## config.mk

```make
export PLATFORM = sky130hd
export DESIGN_NAME = tick_timer_chan
export DESIGN_NICKNAME = d
export VERILOG_FILES = /design/src/rtl/tick_timer_pkg.sv /design/src/rtl/tick_timer_fsm.sv /design/src/rtl/tick_timer_counter.sv /design/src/rtl/tick_timer_irq.sv /design/src/rtl/tick_timer_chan.sv
export SDC_FILE = /design/constraint.sdc
export NUM_CORES = 1
export LEC_CHECK = 0
export CAP_MARGIN = 20
export CORE_MARGIN = 2
export CORE_UTILIZATION = 55
export DETAILED_ROUTE_END_ITERATION = 6
export GPL_TIMING_DRIVEN = 0
export PLACE_DENSITY = 0.84
export SLEW_MARGIN = 25
export SYNTH_ARGS = -nofsm -noshare
export SYNTH_HDL_FRONTEND = slang
export SYNTH_SLANG_ARGS = --single-unit
```

## constraint.sdc

```tcl
create_clock -name clk -period 4.8 [get_ports clk]
set_clock_uncertainty 0.05 [all_clocks]
set_input_delay 0.48 -clock clk [delete_from_list [all_inputs] [get_ports clk]]
set_output_delay 0.48 -clock clk [all_outputs]
set_load 0.01 [all_outputs]
```

## src/rtl/tick_timer_pkg.sv

```systemverilog
package tick_timer_pkg;
    typedef enum logic [1:0] {
        ST_IDLE     = 2'd0,
        ST_ONESHOT  = 2'd1,
        ST_PERIODIC = 2'd2
    } tmr_state_e;
endpackage

```

## src/rtl/tick_timer_fsm.sv

```systemverilog
module tick_timer_fsm
    import tick_timer_pkg::*;
(
    input  logic       clk,
    input  logic       rst_n,
    input  logic       ctrl_wr,
    input  logic       wr_enable,
    input  logic       wr_periodic,
    input  logic       tick,
    input  logic       cnt_zero,
    output tmr_state_e state,
    output logic       dec,
    output logic       expire,
    output logic       reload
);
    tmr_state_e state_q, state_d;
    logic       running;

    // running channel sees a tick while no control write overrides it
    assign running = (state_q != ST_IDLE);
    assign expire  = running && tick && !ctrl_wr && cnt_zero;

    always_comb begin
        state_d = state_q;
        if (ctrl_wr) begin
            if (!wr_enable)       state_d = ST_IDLE;
            else if (wr_periodic) state_d = ST_PERIODIC;
            else                  state_d = ST_ONESHOT;
        end else begin
            unique case (state_q)
                ST_IDLE:     state_d = ST_IDLE;
                ST_ONESHOT:  if (expire) state_d = ST_IDLE;
                ST_PERIODIC: state_d = ST_PERIODIC;
                default:     state_d = ST_IDLE;
            endcase
        end
    end

    always_ff @(posedge clk) begin
        if (!rst_n) state_q <= ST_IDLE;
        else        state_q <= state_d;
    end

    always_comb begin
        dec    = 1'b0;
        reload = 1'b0;
        unique case (state_q)
            ST_IDLE:     ;
            ST_ONESHOT:  dec = tick && !ctrl_wr && !cnt_zero;
            ST_PERIODIC: begin
                dec    = tick && !ctrl_wr && !cnt_zero;
                reload = expire;
            end
            default:     ;
        endcase
    end

    assign state = state_q;
endmodule

```

## src/rtl/tick_timer_counter.sv

```systemverilog
module tick_timer_counter #(
    parameter int CNT_W = 29
) (
    input  logic             clk,
    input  logic             rst_n,
    input  logic             load_now,
    input  logic [CNT_W-1:0] load_val,
    input  logic             reload,
    input  logic [CNT_W-1:0] reload_val,
    input  logic             dec,
    output logic [CNT_W-1:0] count,
    output logic             zero
);
    logic [CNT_W-1:0] cnt_q;

    always_ff @(posedge clk) begin
        if (!rst_n)        cnt_q <= '0;
        else if (load_now) cnt_q <= load_val;
        else if (reload)   cnt_q <= reload_val;
        else if (dec)      cnt_q <= cnt_q - CNT_W'(1);
    end

    assign count = cnt_q;
    assign zero  = (cnt_q == '0);
endmodule

```

## src/rtl/tick_timer_irq.sv

```systemverilog
module tick_timer_irq (
    input  logic clk,
    input  logic rst_n,
    input  logic set,
    input  logic clr,
    output logic irq
);
    logic pend_q;

    // a new expiry beats a clear arriving in the same cycle
    always_ff @(posedge clk) begin
        if (!rst_n)   pend_q <= 1'b0;
        else if (set) pend_q <= 1'b1;
        else if (clr) pend_q <= 1'b0;
    end

    assign irq = pend_q;
endmodule

```

## src/rtl/tick_timer_chan.sv

```systemverilog
module tick_timer_chan
    import tick_timer_pkg::*;
#(
    parameter int DATA_W   = 32,
    parameter int CNT_W    = 29,
    parameter int ADDR_W   = 3,
    parameter int EN_BIT   = 31,
    parameter int PER_BIT  = 30,
    parameter int CLR_BIT  = 30,
    parameter int CTRL_OFS = 0,
    parameter int STAT_OFS = 4
) (
    input  logic              clk,
    input  logic              rst_n,
    input  logic              tick,
    input  logic              bus_wr,
    input  logic [ADDR_W-1:0] bus_addr,
    input  logic [DATA_W-1:0] bus_wdata,
    output logic [DATA_W-1:0] bus_rdata,
    output logic              irq
);
    localparam logic [ADDR_W-1:0] CTRL_A = ADDR_W'(CTRL_OFS);
    localparam logic [ADDR_W-1:0] STAT_A = ADDR_W'(STAT_OFS);

    logic             ctrl_wr, clr_wr;
    logic [CNT_W-1:0] load_q, count;
    logic             per_q, cnt_zero, dec, expire, reload;
    tmr_state_e       state;

    assign ctrl_wr = bus_wr && (bus_addr == CTRL_A);
    assign clr_wr  = bus_wr && (bus_addr == STAT_A) && bus_wdata[CLR_BIT];

    always_ff @(posedge clk) begin
        if (!rst_n) begin
            load_q <= '0;
            per_q  <= 1'b0;
        end else if (ctrl_wr) begin
            load_q <= bus_wdata[CNT_W-1:0];
            per_q  <= bus_wdata[PER_BIT];
        end
    end

    tick_timer_fsm u_fsm (
        .clk         (clk),
        .rst_n       (rst_n),
        .ctrl_wr     (ctrl_wr),
        .wr_enable   (bus_wdata[EN_BIT]),
        .wr_periodic (bus_wdata[PER_BIT]),
        .tick        (tick),
        .cnt_zero    (cnt_zero),
        .state       (state),
        .dec         (dec),
        .expire      (expire),
        .reload      (reload)
    );

    tick_timer_counter #(.CNT_W(CNT_W)) u_cnt (
        .clk        (clk),
        .rst_n      (rst_n),
        .load_now   (ctrl_wr),
        .load_val   (bus_wdata[CNT_W-1:0]),
        .reload     (reload),
        .reload_val (load_q),
        .dec        (dec),
        .count      (count),
        .zero       (cnt_zero)
    );

    tick_timer_irq u_irq (
        .clk   (clk),
        .rst_n (rst_n),
        .set   (expire),
        .clr   (clr_wr),
        .irq   (irq)
    );

    always_comb begin
        bus_rdata = '0;
        if (bus_addr == CTRL_A) begin
            bus_rdata[CNT_W-1:0] = load_q;
            bus_rdata[PER_BIT]   = per_q;
            bus_rdata[EN_BIT]    = (state != ST_IDLE);
        end else if (bus_addr == STAT_A) begin
            bus_rdata[CNT_W-1:0] = count;
            bus_rdata[CLR_BIT]   = irq;
        end
    end
endmodule

```

==> out/results.ini <==
[placed_design]
place_congestion = 0.930
io_buffers = 69
place_ws_ps = 1550
dpl.hpwl_um = 8440

[drt]
drtIter0Drc = 393
detail_route.vias_per_cell = 6.59
drt-total-wl_um = 12200
avgRoutedWirePerCell_um = 19.6
dr.pass1.iters = 5
vias = 4115
drc = 0
detail-route-antenna-nets = 0

[logic_synthesis]
yosysMostFrequentCell = nand2_1
yosysTopAreaCell = dfxtp_1
syn_inst = 464
ys_seq_area_share_pct = 33.5
synth_nets = 508
async_flop_share_pct = 0
netlist_top_cells_area = dfxtp_1 34%, nand2_1 9.1%, a22o_1 7.3%, a21oi_1 5.4%, nor2_1 3.8%
ys_ff_latch = 62
synth_top_area_share_pct = 33.5
syn-mean-instance-area_um2 = 7.98
synth_edf_count = 0
yosys_warnings = 0
synth.distinct_cells = 66
synth_area_mm2 = 0.00370
ys.flop_type = dfxtp_1
yosys-top-cells-count = 90 x nand2_1, 62 x dfxtp_1, 40 x a21oi_1

[die]
start_util_pct = 57.6
io_pins = 72
fp.dieH_um = 86.0
core_region_area_mm2 = 0.00642
die-area_mm2 = 0.00740
die_x_um = 86.0
row_count = 29

[setup_path]
r2r_slack_ps = 1410
crit_path_start_kind = register
cp_max_fo = 7
endpoint_kind = register
reg2reg_depth = 6
r2r-start = u_cnt.count[8]
critPathKind = register to register
cp_data_arrival_time_ps = 3600
cp.required_ps = 5000
setup.worst_path.start = u_cnt.count[8]
rr_endpoint = u_cnt.count[26]

[hold_path]
hold_class = register to register
hp-start = load_q[21]
whs_endpoint = load_q[21]
hold_depth = 2

[cts]
cts_root_buf = clkbuf_8
postCtsResizedCells = 0
cts_tree = built
cts_max_level = 3
insertion_delay_ps = 350
hold_buffers = 0
cts_sinks = 62
cts_buffers = 9
cts.clk_slew.worst_paths_ps = 70
post_cts_buffers = 0
clk_path_buf_depth = 2

[global_routing]
grt_pass1_wl_um = 19100
grt_usage_pct = 33.1
grt_max_degree = 11
gr-total-overflow = 0
grt_antenna_before_repair = 0
first_global_vias = 3966

[pwr]
p_leak_nw = 1.73
ir_drop_v = 0.000169
power.density_mw_per_mm2 = 278

[sta]
fin_ws_ps = 1410
fin_crit_sh_pct = 70.7
relSlewSlack_pct = 22.4
max_clock_freq_ghz = 0.295
setup_violations = 0
worst_slew_pin_slew_ps = 1150
drv_slew = 0
rsz0062_at_grt = false
hold_viol = 0
fin_setup_tns_ps = 0
fin_crit_ps = 3390

[outcome]
status = completed

[cells_and_area]
diodes = 0
nets = 588
fillers = 525
drive_gt1_share_pct = 8.04
area_delta_synth_final_pct = 26.0

[job]
drv_cap = 0

metrics by stage:
step | power, mW | cells | utilization (%) | hold WS [ps] | area (um2)
6_report | 1.30 | 624 | 72.6 | 424 | 4660
5_1_grt | 1.35 | 624 | 72.6 | 437 | 4660
4_1_cts | 1.29 | 624 | 72.6 | 425 | 4660
3_5_place_dp | 0.874 | 610 | 69.9 | 415 | 4490
3_3_place_gp | 0.867 | 610 | 69.9 | 396 | 4490
2_1_floorplan | 0.778 | 464 | - | 387 | 3700
state kept, by name, indices dropped and copies added, names as in the netlist:
register,count
u_fsm.state,2
u_cnt.count,29
u_irq.irq,1
per_q,1
load_q,29
placed cells by master (no fill, tap or decap), types with 6 or more instances in the layout:
master           Yosys  layout
clkbuf_8             0      12
nor2_1              37      37
a21oi_1             40      40
a311oi_1            12      12
nor3_1              12      12
xnor2_1              6       6
nand2_1             90      90
dfxtp_1             62      62
a22o_1              31      31
nor4_1               8       8
a211oi_1             6       6
clkbuf_1            26      27
o211a_1              6       6
mux2i_1              6       6
clkdlybuf4s50_1      0      69
o211ai_1            12      12
worst max-delay path by stage:
stage | endpoint | cells past startpoint
2_1_floorplan | u_cnt.count[23] | 8
3_3_place_gp | bus_rdata[22] | 5
3_5_place_dp | bus_rdata[22] | 5
4_1_cts | bus_rdata[22] | 5
5_1_grt | u_cnt.count[26] | 6
6_report | u_cnt.count[26] | 6
cells by family (layout without fill, tap and decap cells):
kind of cell,Yosys count,after routing,share of synthesized area (%)
flops,62,62,33.5
xor+xnor,8,8,1.89
other cells,1,1,0.101
simple gates,194,194,25.8
fa+ha+maj,5,5,1.69
compound gates,145,145,29.7
mux,6,6,1.62
buf+inv,43,126,5.64
power by group:
group	leakage, nW	internal [mW]	total (mW)	switching (mW)
registers	0.502	0.530	0.547	0.0174
clock network	0.0914	0.224	0.423	0.199
logic	1.14	0.142	0.327	0.186
cell type report:
type                    instances  area, um2  area share, %
multi-input cells             359       2250           48.3
flip-flops and latches         62       1240           26.6
repair buffers                 69        691           14.8
plain buffers                  37        186           4.00
clock buffers                  13        169           3.62
well taps                      77       96.3           2.07
inverters                       6       22.5          0.483
clock inverters                 1       5.00          0.107
routing by layer:
layer  up-vias  GRT usage [%]  part of all wire, %
met4         0           17.7                  2.7
met1      1916           42.0                   41
li1       1886              -                    -
met2       282           53.9                   47
met3        31           4.81                  9.6
met5         -              0                    0
critical path, cell delays in order, from the launching register on:
cell and delay (ps):
dfxtp_1 370, nor4_1 730, nand4_1 500, nor4_1 1070, a21boi_1 200, o2bb2ai_1 180, a211oi_1 200
Power figures use the tool's default switching activity.
